### config.mk
export PLATFORM = sky130hd
export DESIGN_NAME = pwr_mode_ctrl
export DESIGN_NICKNAME = d
export VERILOG_FILES = /design/src/rtl/pwr_mode_pkg.sv /design/src/rtl/pwr_mode_dp.sv /design/src/rtl/pwr_mode_fsm.sv /design/src/rtl/pwr_mode_ctrl.sv
export SDC_FILE = /design/constraint.sdc
export NUM_CORES = 1
export LEC_CHECK = 0
export BUFFER_PORTS_ARGS = -buffer_cell sky130_fd_sc_hd__buf_2
export CELL_PAD_IN_SITES_DETAIL_PLACEMENT = 1
export CELL_PAD_IN_SITES_GLOBAL_PLACEMENT = 2
export CORE_MARGIN = 2
export CORE_UTILIZATION = 35
export CTS_BUF_LIST = sky130_fd_sc_hd__clkbuf_4 sky130_fd_sc_hd__clkbuf_8
export CTS_CLUSTER_DIAMETER = 150
export DETAILED_ROUTE_END_ITERATION = 7
export PLACE_DENSITY_LB_ADDON = 0.1
export SLEW_MARGIN = 20
export SYNTH_ARGS = -nofsm -noshare
export SYNTH_HDL_FRONTEND = slang
export SYNTH_HIERARCHICAL = 1
export SYNTH_SLANG_ARGS = --single-unit
### constraint.sdc
create_clock -name clk -period 3.3 [get_ports clk]
set_input_delay 0.165 -clock clk [delete_from_list [all_inputs] [get_ports clk]]
set_output_delay 0.165 -clock clk [all_outputs]
set_load 0.005 [all_outputs]
### src/rtl/pwr_mode_pkg.sv
package pwr_mode_pkg;

  typedef enum logic [3:0] {
    PH_RUN, PH_TO_IDLE, PH_IDLE, PH_TO_RUN,
    PH_GATE, PH_ISOLATE, PH_POWER_OFF, PH_SLEEP,
    PH_POWER_ON, PH_RELEASE, PH_UNGATE
  } phase_e;

  typedef enum logic [2:0] {
    LEN_IDLE_IN, LEN_IDLE_OUT,
    LEN_STEP_A, LEN_STEP_B, LEN_STEP_C,
    LEN_WAKE_A, LEN_WAKE_B, LEN_WAKE_C
  } len_sel_e;

  typedef struct packed {
    logic     load;
    len_sel_e lenSel;
    logic     clkOn;
    logic     clkOff;
    logic     isoOn;
    logic     isoOff;
    logic     pwrOn;
    logic     pwrOff;
  } strobe_t;

  localparam logic [2:0] CODE_RUN       = 3'd0;
  localparam logic [2:0] CODE_IDLE      = 3'd1;
  localparam logic [2:0] CODE_SLEEP     = 3'd2;
  localparam logic [2:0] CODE_TO_IDLE   = 3'd3;
  localparam logic [2:0] CODE_TO_RUN    = 3'd4;
  localparam logic [2:0] CODE_TO_SLEEP  = 3'd5;
  localparam logic [2:0] CODE_WAKING    = 3'd6;

  localparam logic [1:0] LVL_MIN   = 2'd0;
  localparam logic [1:0] LVL_LOW   = 2'd1;
  localparam logic [1:0] LVL_HIGH  = 2'd2;
  localparam logic [1:0] LVL_TRANS = 2'd3;

endpackage

### src/rtl/pwr_mode_dp.sv
module pwr_mode_dp
  import pwr_mode_pkg::*;
#(
  parameter int IDLE_ENTER_CYC  = 10,
  parameter int IDLE_EXIT_CYC   = 10,
  parameter int SLEEP_ENTER_CYC = 90,
  parameter int WAKE_CYC        = 160,
  parameter int NUM_DOMAINS     = 4
) (
  input  logic                   clk,
  input  logic                   rstN,
  input  strobe_t                strb,
  output logic                   cntZero,
  output logic                   coreClkEn,
  output logic [NUM_DOMAINS-1:0] isoEn,
  output logic [NUM_DOMAINS-1:0] domPwrEn
);

  localparam int STEP_AB   = SLEEP_ENTER_CYC / 3;
  localparam int STEP_C    = SLEEP_ENTER_CYC - 2 * STEP_AB;
  localparam int WSTEP_AB  = WAKE_CYC / 3;
  localparam int WSTEP_C   = WAKE_CYC - 2 * WSTEP_AB;
  localparam int MAX_A     = (IDLE_ENTER_CYC > IDLE_EXIT_CYC) ? IDLE_ENTER_CYC : IDLE_EXIT_CYC;
  localparam int MAX_B     = (STEP_C > WSTEP_C) ? STEP_C : WSTEP_C;
  localparam int MAX_LAT   = (MAX_A > MAX_B) ? MAX_A : MAX_B;
  localparam int CNT_W     = $clog2(MAX_LAT + 1);

  logic [CNT_W-1:0] cnt;
  logic [CNT_W-1:0] loadVal;

  always_comb begin
    unique case (strb.lenSel)
      LEN_IDLE_IN:  loadVal = CNT_W'(IDLE_ENTER_CYC - 1);
      LEN_IDLE_OUT: loadVal = CNT_W'(IDLE_EXIT_CYC - 1);
      LEN_STEP_A,
      LEN_STEP_B:   loadVal = CNT_W'(STEP_AB - 1);
      LEN_STEP_C:   loadVal = CNT_W'(STEP_C - 1);
      LEN_WAKE_A,
      LEN_WAKE_B:   loadVal = CNT_W'(WSTEP_AB - 1);
      LEN_WAKE_C:   loadVal = CNT_W'(WSTEP_C - 1);
      default:      loadVal = '0;
    endcase
  end

  always_ff @(posedge clk or negedge rstN) begin
    if (!rstN)              cnt <= '0;
    else if (strb.load)     cnt <= loadVal;
    else if (cnt != '0)     cnt <= cnt - 1'b1;
  end

  assign cntZero = (cnt == '0);

  always_ff @(posedge clk or negedge rstN) begin
    if (!rstN)             coreClkEn <= 1'b1;
    else if (strb.clkOn)   coreClkEn <= 1'b1;
    else if (strb.clkOff)  coreClkEn <= 1'b0;
  end

  for (genvar g = 0; g < NUM_DOMAINS; g++) begin : g_domain
    always_ff @(posedge clk or negedge rstN) begin
      if (!rstN)             isoEn[g] <= 1'b0;
      else if (strb.isoOn)   isoEn[g] <= 1'b1;
      else if (strb.isoOff)  isoEn[g] <= 1'b0;
    end

    always_ff @(posedge clk or negedge rstN) begin
      if (!rstN)             domPwrEn[g] <= 1'b1;
      else if (strb.pwrOn)   domPwrEn[g] <= 1'b1;
      else if (strb.pwrOff)  domPwrEn[g] <= 1'b0;
    end

    // an unsupplied domain must be isolated
    p_iso_covers_off_r9: assert property (@(posedge clk) disable iff (!rstN)
      !domPwrEn[g] |-> isoEn[g]);
  end

  // isolation only while the clock is stopped
  p_clk_off_when_isolated_r9: assert property (@(posedge clk) disable iff (!rstN)
    (|isoEn) |-> !coreClkEn);

  // the latency counter runs down one per cycle unless reloaded
  p_count_down_r6: assert property (@(posedge clk) disable iff (!rstN)
    (!strb.load && cnt != '0) |=> cnt == $past(cnt) - 1'b1);

endmodule

### src/rtl/pwr_mode_fsm.sv
module pwr_mode_fsm
  import pwr_mode_pkg::*;
(
  input  logic       clk,
  input  logic       rstN,
  input  logic       reqIdle,
  input  logic       reqSleep,
  input  logic       wakeEvt,
  input  logic       cntZero,
  output strobe_t    strb,
  output logic [2:0] stateCode,
  output logic [1:0] powerCode,
  output logic       busy
);

  phase_e phase, nextPhase;

  always_ff @(posedge clk or negedge rstN) begin
    if (!rstN) phase <= PH_RUN;
    else       phase <= nextPhase;
  end

  always_comb begin
    nextPhase = phase;
    unique case (phase)
      PH_RUN: begin
        if (reqSleep)     nextPhase = PH_GATE;
        else if (reqIdle) nextPhase = PH_TO_IDLE;
      end
      PH_IDLE: begin
        if (wakeEvt)       nextPhase = PH_TO_RUN;
        else if (reqSleep) nextPhase = PH_GATE;
      end
      PH_SLEEP:     if (wakeEvt) nextPhase = PH_POWER_ON;
      PH_TO_IDLE:   if (cntZero) nextPhase = PH_IDLE;
      PH_TO_RUN:    if (cntZero) nextPhase = PH_RUN;
      PH_GATE:      if (cntZero) nextPhase = PH_ISOLATE;
      PH_ISOLATE:   if (cntZero) nextPhase = PH_POWER_OFF;
      PH_POWER_OFF: if (cntZero) nextPhase = PH_SLEEP;
      PH_POWER_ON:  if (cntZero) nextPhase = PH_RELEASE;
      PH_RELEASE:   if (cntZero) nextPhase = PH_UNGATE;
      PH_UNGATE:    if (cntZero) nextPhase = PH_RUN;
      default:      nextPhase = PH_RUN;
    endcase
  end

  // strobes issued on the edge that enters a phase
  always_comb begin
    strb = '0;
    if (nextPhase != phase) begin
      unique case (nextPhase)
        PH_TO_IDLE:   begin strb.load = 1'b1; strb.lenSel = LEN_IDLE_IN;  strb.clkOff = 1'b1; end
        PH_TO_RUN:    begin strb.load = 1'b1; strb.lenSel = LEN_IDLE_OUT; strb.clkOn  = 1'b1; end
        PH_GATE:      begin strb.load = 1'b1; strb.lenSel = LEN_STEP_A;   strb.clkOff = 1'b1; end
        PH_ISOLATE:   begin strb.load = 1'b1; strb.lenSel = LEN_STEP_B;   strb.isoOn  = 1'b1; end
        PH_POWER_OFF: begin strb.load = 1'b1; strb.lenSel = LEN_STEP_C;   strb.pwrOff = 1'b1; end
        PH_POWER_ON:  begin strb.load = 1'b1; strb.lenSel = LEN_WAKE_A;   strb.pwrOn  = 1'b1; end
        PH_RELEASE:   begin strb.load = 1'b1; strb.lenSel = LEN_WAKE_B;   strb.isoOff = 1'b1; end
        PH_UNGATE:    begin strb.load = 1'b1; strb.lenSel = LEN_WAKE_C;   strb.clkOn  = 1'b1; end
        default:      strb = '0;
      endcase
    end
  end

  always_comb begin
    unique case (phase)
      PH_RUN:     begin stateCode = CODE_RUN;      powerCode = LVL_HIGH; end
      PH_IDLE:    begin stateCode = CODE_IDLE;     powerCode = LVL_LOW;  end
      PH_SLEEP:   begin stateCode = CODE_SLEEP;    powerCode = LVL_MIN;  end
      PH_TO_IDLE: begin stateCode = CODE_TO_IDLE;  powerCode = LVL_TRANS; end
      PH_TO_RUN:  begin stateCode = CODE_TO_RUN;   powerCode = LVL_TRANS; end
      PH_GATE, PH_ISOLATE, PH_POWER_OFF:
                  begin stateCode = CODE_TO_SLEEP; powerCode = LVL_TRANS; end
      default:    begin stateCode = CODE_WAKING;   powerCode = LVL_TRANS; end
    endcase
  end

  assign busy = !(phase == PH_RUN || phase == PH_IDLE || phase == PH_SLEEP);

  // a lone light-rest request in run starts idle entry
  p_idle_entry_r2: assert property (@(posedge clk) disable iff (!rstN)
    (phase == PH_RUN && reqIdle && !reqSleep) |=> phase == PH_TO_IDLE);

  // wake in idle starts the exit
  p_wake_idle_r3: assert property (@(posedge clk) disable iff (!rstN)
    (phase == PH_IDLE && wakeEvt) |=> phase == PH_TO_RUN);

  // wake in sleep restores supplies first
  p_wake_sleep_r5: assert property (@(posedge clk) disable iff (!rstN)
    (phase == PH_SLEEP && wakeEvt) |=> phase == PH_POWER_ON);

  // deep rest wins in run
  p_sleep_priority_r7: assert property (@(posedge clk) disable iff (!rstN)
    (phase == PH_RUN && reqSleep) |=> phase == PH_GATE);

  // no phase change while the counter is still running
  p_hold_while_counting_r6: assert property (@(posedge clk) disable iff (!rstN)
    (busy && !cntZero) |=> phase == $past(phase));

endmodule

### src/rtl/pwr_mode_ctrl.sv
module pwr_mode_ctrl
  import pwr_mode_pkg::*;
#(
  parameter int IDLE_ENTER_CYC  = 10,
  parameter int IDLE_EXIT_CYC   = 10,
  parameter int SLEEP_ENTER_CYC = 90,
  parameter int WAKE_CYC        = 160,
  parameter int NUM_DOMAINS     = 4
) (
  input  logic                   clk,
  input  logic                   rstN,
  input  logic                   reqIdle,
  input  logic                   reqSleep,
  input  logic                   wakeEvt,
  output logic                   coreClkEn,
  output logic [NUM_DOMAINS-1:0] isoEn,
  output logic [NUM_DOMAINS-1:0] domPwrEn,
  output logic [2:0]             stateCode,
  output logic [1:0]             powerCode,
  output logic                   busy
);

  strobe_t strb;
  logic    cntZero;

  pwr_mode_fsm u_fsm (
    .clk       (clk),
    .rstN      (rstN),
    .reqIdle   (reqIdle),
    .reqSleep  (reqSleep),
    .wakeEvt   (wakeEvt),
    .cntZero   (cntZero),
    .strb      (strb),
    .stateCode (stateCode),
    .powerCode (powerCode),
    .busy      (busy)
  );

  pwr_mode_dp #(
    .IDLE_ENTER_CYC  (IDLE_ENTER_CYC),
    .IDLE_EXIT_CYC   (IDLE_EXIT_CYC),
    .SLEEP_ENTER_CYC (SLEEP_ENTER_CYC),
    .WAKE_CYC        (WAKE_CYC),
    .NUM_DOMAINS     (NUM_DOMAINS)
  ) u_dp (
    .clk       (clk),
    .rstN      (rstN),
    .strb      (strb),
    .cntZero   (cntZero),
    .coreClkEn (coreClkEn),
    .isoEn     (isoEn),
    .domPwrEn  (domPwrEn)
  );

endmodule

==> results of run 1 <==
==> sequential cells by signal (all words and copies together), names as in the netlist <==
register        count
u_fsm/phase         4
u_dp/cnt            6
u_dp/domPwrEn       1
u_dp/isoEn          1
u_dp/coreClkEn      1
==> routing by layer <==
metal  GRT usage, %  vias up
met1           29.0      646
met5              0        -
met2           31.9       33
met4           3.32        0
met3           4.22        2
li1               -      664
==> per-stage QoR <==
step / instances / TNS, ps
finish: 247 / 0
global route: 247 / -70.7
CTS: 247 / 0
detailed placement: 242 / 0
global placement: 242 / 0
floorplan: 172 / 0
==> layout by cell type, fill, tap and decap left out, types with 5 or more instances in the layout <==
master	n
a21o_1	5
a21oi_1	7
buf_2	19
buf_4	16
dfrtp_1	9
ha_1	6
inv_1	17
nand2_1	10
nand2b_1	5
nor2_1	10
nor2b_1	5
nor3_1	6
o21ai_0	10
o31ai_1	5
xnor2_1	5
==> synth_stat cells (3+ instances only) <==
library cell | number | area (um^2)
inv_1 | 18 | 67.6
nor2_1 | 12 | 45.0
dfrtp_1 | 11 | 275
nand2_1 | 10 | 37.5
o21ai_0 | 10 | 50.1
ha_1 | 9 | 113
a21oi_1 | 8 | 40.0
buf_4 | 8 | 60.1
nor3_1 | 6 | 30.0
a21o_1 | 5 | 37.5
nand2b_1 | 5 | 31.3
nor2b_1 | 5 | 31.3
o31ai_1 | 5 | 37.5
xnor2_1 | 5 | 43.8
buf_2 | 4 | 20.0
a22oi_1 | 3 | 22.5
and2_1 | 3 | 18.8
o211ai_1 | 3 | 22.5
or4_1 | 3 | 22.5
==> cell families (layout without fill, tap and decap cells) <==
group | after synthesis | in the layout | share of synthesized area, %
compound gates | 53 | 53 | 28.1
xor+xnor | 6 | 6 | 4.34
fa+ha+maj | 9 | 9 | 8.13
buf+inv | 31 | 58 | 10.9
flops | 13 | 13 | 23.7
simple gates | 60 | 60 | 24.8
==> power groups by stage <==
stage                     Clock [mW]  Combinational, mW  Sequential, mW
after floorplan                    0              0.906           0.292
after global placement             0               1.24           0.314
after detailed placement           0               1.27           0.325
after CTS                      0.160               1.29           0.324
after global routing           0.170               1.50           0.339
final                          0.153               1.35           0.326
==> repair_timing <==
item                                    4_1_cts  5_1_grt
setup buffers                                 0        0
endpoints found under the setup margin        1        5
hold endpoints to repair                     11        0
gates resized for setup                       2       12
hold buffers                                  1        0
==> final timing paths <==
kind,startpoint,end,slack (ps),depth (start not counted)
worst max-delay path,u_fsm/phase[1]$_DFF_PN0_,u_dp/cnt[5]$_DFFE_PN0P_,170,12
worst min-delay path,rstN,u_dp/cnt[2]$_DFFE_PN0P_,350,2
worst max register to register,u_fsm/phase[1]$_DFF_PN0_,u_dp/cnt[5]$_DFFE_PN0P_,170,12
worst min register to register,u_dp/coreClkEn$_DFFE_PN1P_,u_dp/coreClkEn$_DFFE_PN1P_,530,1
max in group asynchronous,rstN,u_dp/coreClkEn$_DFFE_PN1P_,2650,2
min in group clk,wakeEvt,u_fsm/phase[0]$_DFF_PN0_,410,3
==> area by class of cell <==
type                            count  share of cell area (%)
Sequential cell                    13                    19.5
Clock buffer                        4                    2.89
Inverter                           18                    4.00
Timing Repair Buffer               36                    13.3
Multi-Input combinational cell    128                    56.7
Tap cell                           48                    3.55
==> impl_results.md, run 1 <==
* Root Buffer: clkbuf_8
* Layout area overhead at 22.0%
* Drt wl/cell at 16.4 um
* Met2 wire len at 1820 um
* Async set-reset flop share out of synthesis at 100%
* IO Pins at 20
* Die X at 66.9 um
* Clk Latency, worst-skew pair at 240 ps
* First-pass GRT wire length at 6860 um
* Sequential cell area fraction in the yosys report at 23.7%
* Min cycle time layout at 3130 ps
* Core ar. at 3740 um^2
* Maximum vdd ir drop at 0.000526 V
* Post-synth top flop: dfrtp_1
* Reg power frac at 17.8%
* Cell Area, Synth at 1390 um^2
* Via count at 1345
* M1 WL at 2080 um
* Worst-Margin Slew at 517 ps
* Placed cell areas at 1580 um^2
* CP Cell Sequence: ha_2, nand2b_1, a21oi_1, a22oi_1, o32a_4, inv_1, nand2_1, a21oi_1, a2111oi_2, or4_1, or3_1, nand4_1
* HP Class: input port to async pin
* CTS tree: yes
* Final period util at 94.7%
* Worst setup margin at 175 ps
* GPL Wtd Cong at 0.920
* PortBufs at 19
* Final hold slack at 351 ps
* Largest stage delay, worst path at 520 ps
* Worst Path Class, Setup: register to register
* Synth Warn # at 6
* Sw Pwr at 0.894 mW
* Flop and latch count out of synthesis at 13
* Floorplan row count at 22
* Int Pwr at 0.935 mW
* Logic pwr share at 73.8%
* Final ANT Viol Nets at 0
* Largest net degree at the start of global routing at 15
* Die area at 4480 um^2
* PwrDens at 1080 nW/um^2
* Distinct cells, synth at 47
* Total track usage at 20.3%
* Clk sinks at 13
* Initial core utilization at 37.0%
* Static Leak at 0.734 nW
* CP arrival at 3300 ps
* Initial antenna violation count at 0
* Multi-input combinational cell area at 958 um^2
* Total routed wirelength at 4060 um
* Layout cells sized above 1 at 30.7%
* Max-cap violations at 0
* DP HPWL at 3130 um
* Largest delay share family, worst path: simple AND/OR/NAND/NOR gates
* Die height at 66.9 um
* Post-synth EDFFs at 0
* Residual DRC at 0
* Status: finished clean
* Worst-case clock skew at 0.997 ps
* Final hold viol count at 0
* Fill count at 469
* ANT cells at 0
* Slew Limit Fails at 0
* Design area at 1690 um^2
* Total Power at 1.83 mW
* Most common cell on crit path: a21oi_1
* Clock network fraction of total power at 8.3%
* # nets final at 214
* Total global routing overflow at 0
* Critical Path RT at 3480 ps
* Crit-path max FO at 8
* Num CTS Buffers at 3
* Drt first-iter violations at 88
* WL met3 at 147 um
* Cells after synthesis at 172
* Syn_nets at 186
* Detailed Routing Iterations Pass 1 at 4
* Net Sw Frac at 48.9%
* Detail-routed via count per cell at 5.45
* Uppermost layer routed: met4
* Number of global-route vias before repair at 1420
* Util after Layout at 45.2%
* Worst Setup End Kind: register
* H-Tree Depth at 1
* CP startpoint kind: register
* Reg area at 330 um^2
* Clock buffer depth at 2
* Worst Path Buf+Inv at 1
* Setup Viol. Count Final at 0
* Critical-path top delay cell: or4_1
* Clock transition at path regs at 60 ps
* RSZ-0062 raised after global routing: true
* Setup WS pre-CTS at 20.9 ps
* Max transition margin at 65.6%
* FMAX at 320 MHz
* Mapped Avg Cell Area at 8.05 um^2
No activity file was read; power rests on OpenSTA's default activity.
==> run 2: changes to the inputs <==
- CORE_UTILIZATION: 35 -> 33
- CTS_BUF_LIST: sky130_fd_sc_hd__clkbuf_4 sky130_fd_sc_hd__clkbuf_8 -> sky130_fd_sc_hd__clkbuf_16
==> run 2 against run 1 <==
Utilization rose by 0.81 points. Highest routed layer is now met3. Via count is 4.5% higher. Clock skew grew 1.5 ps. Largest cell class unchanged. Non-clock buffer count increased by 11. Critical path depth increased by 1. Sequential power is essentially flat.
==> impl_results.md, run 2 (synthesized netlist as in run 1, its figures left out) <==
* TNS Setup at 0 ps
* Non-Filler Instances at 260
* Clock buffer depth at 2
* Detailed Routing Iterations Pass 1 at 4
* Maximum vdd ir drop at 0.000588 V
* Largest net degree at the start of global routing at 15
* Clock transition at path regs at 50 ps
* FMAX at 322 MHz
* Status: finished clean
* Floorplan row count at 23
* Clk sinks at 13
* CP startpoint kind: register
* Placed cell areas at 1600 um^2
* HP Class: input port to async pin
* Final hold slack at 353 ps
* Via count at 1406
* PortBufs at 19
* Initial antenna violation count at 0
* Num CTS Buffers at 3
* Worst-Margin Slew at 553 ps
* Layout area overhead at 33.7%
* CP arrival at 3280 ps
* Max reg flops at 6
* GPL Wtd Cong at 0.834
* Final ANT Viol Nets at 0
* Final period util at 94.1%
* Setup Viol. Count Final at 0
* Max-cap violations at 0
* ANT cells at 0
* Drt first-iter violations at 43
* Total track usage at 19.5%
* Detail-routed via count per cell at 5.41
* Root Buffer: clkbuf_16
* IO Pins at 20
* Min cycle time layout at 3100 ps
* Max transition margin at 63.1%
* Drt wl/cell at 16.5 um
* Die area at 4730 um^2
* Largest registers: u_dp/cnt x6, u_fsm/phase x4
* PwrDens at 1120 nW/um^2
* Die X at 68.8 um
* Total Power at 2.07 mW
* Worst-case clock skew at 2.45 ps
* Most common cell after layout, fill and taps aside: buf_4
* Final hold viol count at 0
* Initial core utilization at 34.4%
* Layout cells sized above 1 at 38.6%
* DP HPWL at 3220 um
* Die height at 68.8 um
* Critical Path RT at 3470 ps
* Clk Latency, worst-skew pair at 240 ps
* Residual DRC at 0
* Worst Setup End Kind: register
* Worst Path Class, Setup: register to register
* Static Leak at 0.803 nW
* # nets final at 225
* Most flops, register: u_dp/cnt
* Crit-path max FO at 5
* Total global routing overflow at 0
* Total routed wirelength at 4290 um
* Inst Count DP at 247
* CTS tree: yes
* First-pass GRT wire length at 6870 um
* Most frequent cells in the layout: buf_4 (26), buf_2 (19), inv_1 (15)
* Slew Limit Fails at 0
* Core ar. at 4030 um^2
* Design area at 1850 um^2
* H-Tree Depth at 1
* Number of global-route vias before repair at 1415
[run 2: cell count changes in the layout (fill, tap and decap cells not counted), sizes merged]
cell / delta
buf: +10
clkinv: +1
[run 2: per-layer routing]
layer / GRT usage, % / part of all wire [%]
met4: 2.70 / 0
met3: 3.41 / 3.1
met2: 31.0 / 45
met5: 0 / 0
met1: 28.2 / 52
[run 2: critical path, cell delays in order, from the launching register on]
cell and delay (ps):
dfrtp_2 430, or3_1 350, nor2_2 110, nor2_1 60, a22o_1 200, a22oi_2 220, o32a_4 230, xnor2_1 70
nor3_2 210, a2111oi_2 80, buf_4 170, or4_1 500, or3_1 320, nand4_1 100
[run 2: stage by stage]
stage / util [%] / setup WS, ps
floorplan: - / 264
global placement: 39.8 / 9.38
detailed placement: 39.8 / -27.9
CTS: 42.2 / 25.8
global route: 46.0 / -31.6
finish: 46.0 / 195
[run 2: path summary, 6_finish.rpt]
check	start	endpoint	slack, ps	depth (start not counted)
max	u_dp/cnt[3]$_DFFE_PN0P_	u_dp/cnt[5]$_DFFE_PN0P_	200	13
max in group asynchronous	rstN	u_dp/coreClkEn$_DFFE_PN1P_	2660	2
min	rstN	u_dp/cnt[2]$_DFFE_PN0P_	350	2
min in group clk	wakeEvt	u_fsm/phase[0]$_DFF_PN0_	390	3
max reg2reg	u_dp/cnt[3]$_DFFE_PN0P_	u_dp/cnt[5]$_DFFE_PN0P_	200	13
min reg2reg	u_dp/coreClkEn$_DFFE_PN1P_	u_dp/coreClkEn$_DFFE_PN1P_	530	1
[run 2: power breakdown]
| group | total (mW) | switching, mW | internal, mW | leakage (nW) |
|---|---|---|---|---|
| sequential | 0.326 | 0.0862 | 0.240 | 0.150 |
| combinational | 1.51 | 0.800 | 0.714 | 0.612 |
| clock | 0.230 | 0.0687 | 0.161 | 0.0409 |
[run 2: layout make-up]
type | instances | area, um^2
Fill cell | 494 | 2180
Multi-Input combinational cell | 128 | 1000
Sequential cell | 13 | 333
Timing Repair Buffer | 47 | 305
Clock buffer | 3 | 75.1
Inverter | 18 | 67.6
Tap cell | 50 | 62.6
Clock inverter | 1 | 5.00
[run 2: timing repair]
item,4_1_cts,5_1_grt
setup endpoints to repair,1,5
hold buffers,1,0
gates resized for setup,4,21
hold endpoints to repair,11,0
pin swaps,0,6
buffers inserted,0,8
==> run 3: changes to the inputs <==
- CORE_ASPECT_RATIO: unset -> 1.75
==> run 3 against run 2 <==
Count of clock-buffer cells in the layout did not move. Combinational power decreased by 5%. Critical path type unchanged. Clock skew rose by 0.92 ps. Non-clock buffer count down 11. Largest power group unchanged. Design area down 5.7%. Wire length fell by 2.8%. Sequential share of layout area is 0.81 points higher. Hold slack got worse by 3.8 ps. Total power down 4.8%. Worst setup slack lost 22 ps.
==> impl_results.md, run 3 (synthesized netlist as in run 1, its figures left out) <==
* # nets final at 214
* CTS tree: yes
* Final period util at 94.8%
* Total track usage at 18.4%
* PwrDens at 1130 nW/um^2
* FF-to-FF path depth at 12
* Initial antenna violation count at 0
* Final ANT Viol Nets at 0
* H-Tree Depth at 1
* Worst Setup End Kind: register
* Slew Limit Fails at 0
* Reg-to-reg endpoint: u_dp/cnt[5]$_DFFE_PN0P_
* FMAX at 320 MHz
* Maximum vdd ir drop at 0.000700 V
* Drt wl/cell at 16.8 um
* Residual DRC at 0
* Worst setup margin at 173 ps
* Layout cells sized above 1 at 28.1%
* Clk Latency, worst-skew pair at 240 ps
* Die X at 53.0 um
* Max-cap violations at 0
* Most flops, register: u_dp/cnt
* IO Pins at 20
* Setup Viol. Count Final at 0
* CP startpoint kind: register
* TNS Setup at 0 ps
* HP Class: input port to async pin
* Floorplan row count at 31
* Initial core utilization at 34.0%
* Total routed wirelength at 4170 um
* R2R Path Start: u_dp/cnt[2]$_DFFE_PN0P_
* Max transition margin at 56.6%
* Inst Count DP at 242
* Drt first-iter violations at 29
* Clk sinks at 13
* Critical Path End: u_dp/cnt[5]$_DFFE_PN0P_
* Worst Setup SP: u_dp/cnt[2]$_DFFE_PN0P_
* Total global routing overflow at 0
* Crit-path max FO at 6
* Final hold slack at 349 ps
* Via count at 1359
* PortBufs at 19
* Status: finished clean
* DP HPWL at 3320 um
* Root Buffer: clkbuf_16
* Largest registers: u_dp/cnt x6, u_fsm/phase x4
* Clock transition at path regs at 40 ps
* Layout area overhead at 26.0%
* Num CTS Buffers at 3
* Critical Path RT at 3470 ps
* Max reg flops at 6
* ANT cells at 0
* Detail-routed via count per cell at 5.48
* Number of global-route vias before repair at 1401
* Min cycle time layout at 3130 ps
* Core ar. at 4070 um^2
* RSZ-0062 raised after global routing: false
* Reg2reg setup slack at 170 ps
* Static Leak at 0.754 nW
* CP arrival at 3300 ps
* Most frequent cells in the layout: inv_1 (19), buf_2 (19), buf_4 (16)
* GPL Wtd Cong at 0.773
* Non-Filler Instances at 248
* Die area at 4750 um^2
* Clock buffer depth at 2
* Fill count at 509
* Worst-Margin Slew at 648 ps
* Worst-case clock skew at 3.38 ps
* Die height at 89.7 um
* Setup WS pre-CTS at 48.0 ps
* Worst Path Class, Setup: register to register
* Detailed Routing Iterations Pass 1 at 4
* Total Power at 1.97 mW
* Largest net degree at the start of global routing at 17
* Final hold viol count at 0
* First-pass GRT wire length at 6620 um
run 3: cell count changes in the layout (fill, tap and decap cells not counted), sizes merged:
cell	previous run	this run
buf	45	35
clkbuf	4	3
clkinv	1	0
inv	18	19
run 3: worst min path at each step:
stage,cells after the start,start,end
final,2,rstN,u_dp/cnt[0]$_DFFE_PN0P_
after global routing,2,rstN,u_dp/cnt[1]$_DFFE_PN0P_
after CTS,2,rstN,u_dp/cnt[0]$_DFFE_PN0P_
after detailed placement,1,rstN,u_dp/isoEn[2]$_DFFE_PN0P_
after global placement,1,rstN,u_dp/isoEn[2]$_DFFE_PN0P_
after floorplan,0,rstN,u_dp/cnt[0]$_DFFE_PN0P_
run 3: layout make-up:
cell class | instances | area (um^2) | share of cell area [%]
multi-input cells | 128 | 985 | 56.4
flip-flops and latches | 13 | 328 | 18.8
repair buffers | 36 | 225 | 12.9
clock buffers | 3 | 75.1 | 4.30
inverters | 18 | 67.6 | 3.87
well taps | 49 | 61.3 | 3.51
clock inverters | 1 | 3.75 | 0.215
run 3: per-stage QoR:
| step | utilization, % | area (um^2) |
|---|---|---|
| 2_1_floorplan | - | 1390 |
| 3_3_place_gp | 38.6 | 1570 |
| 3_5_place_dp | 38.6 | 1570 |
| 4_1_cts | 40.7 | 1660 |
| 5_1_grt | 42.9 | 1750 |
| 6_report | 42.9 | 1750 |
run 3: worst max-delay path, cell delays in order, from the launching register on:
cell and delay (ps):
dfrtp_1 430, or3_4 410, nor2_4 140, nor2_1 50
a22o_1 200, a22oi_1 200, o32a_4 240, xnor2_1 100
nor3_4 240, a2111oi_4 90, or4_1 530, or3_1 320
nand4_1 100
run 3: repair_timing:
| action | 4_1_cts | 5_1_grt |
|---|---|---|
| resized for setup | 0 | 13 |
| setup buffers | 0 | 1 |
| endpoints found under the setup margin | 0 | 5 |
| hold endpoints to repair | 11 | 0 |
| hold buffers | 1 | 0 |
run 3: report_power, final:
group          switching [mW]  leakage (nW)  internal, mW
registers              0.0799         0.155         0.236
logic                   0.789         0.556         0.642
clock network          0.0643        0.0423         0.160
total                   0.933         0.754          1.04
run 3: layer usage:
layer / GRT usage, % / wire, um / vias to the layer above
met5: 0 / 0 / -
met4: 5.77 / 48 / 0
met3: 0.997 / 50 / 4
met2: 37.5 / 2540 / 12
met1: 17.9 / 1530 / 681
li1: - / - / 662
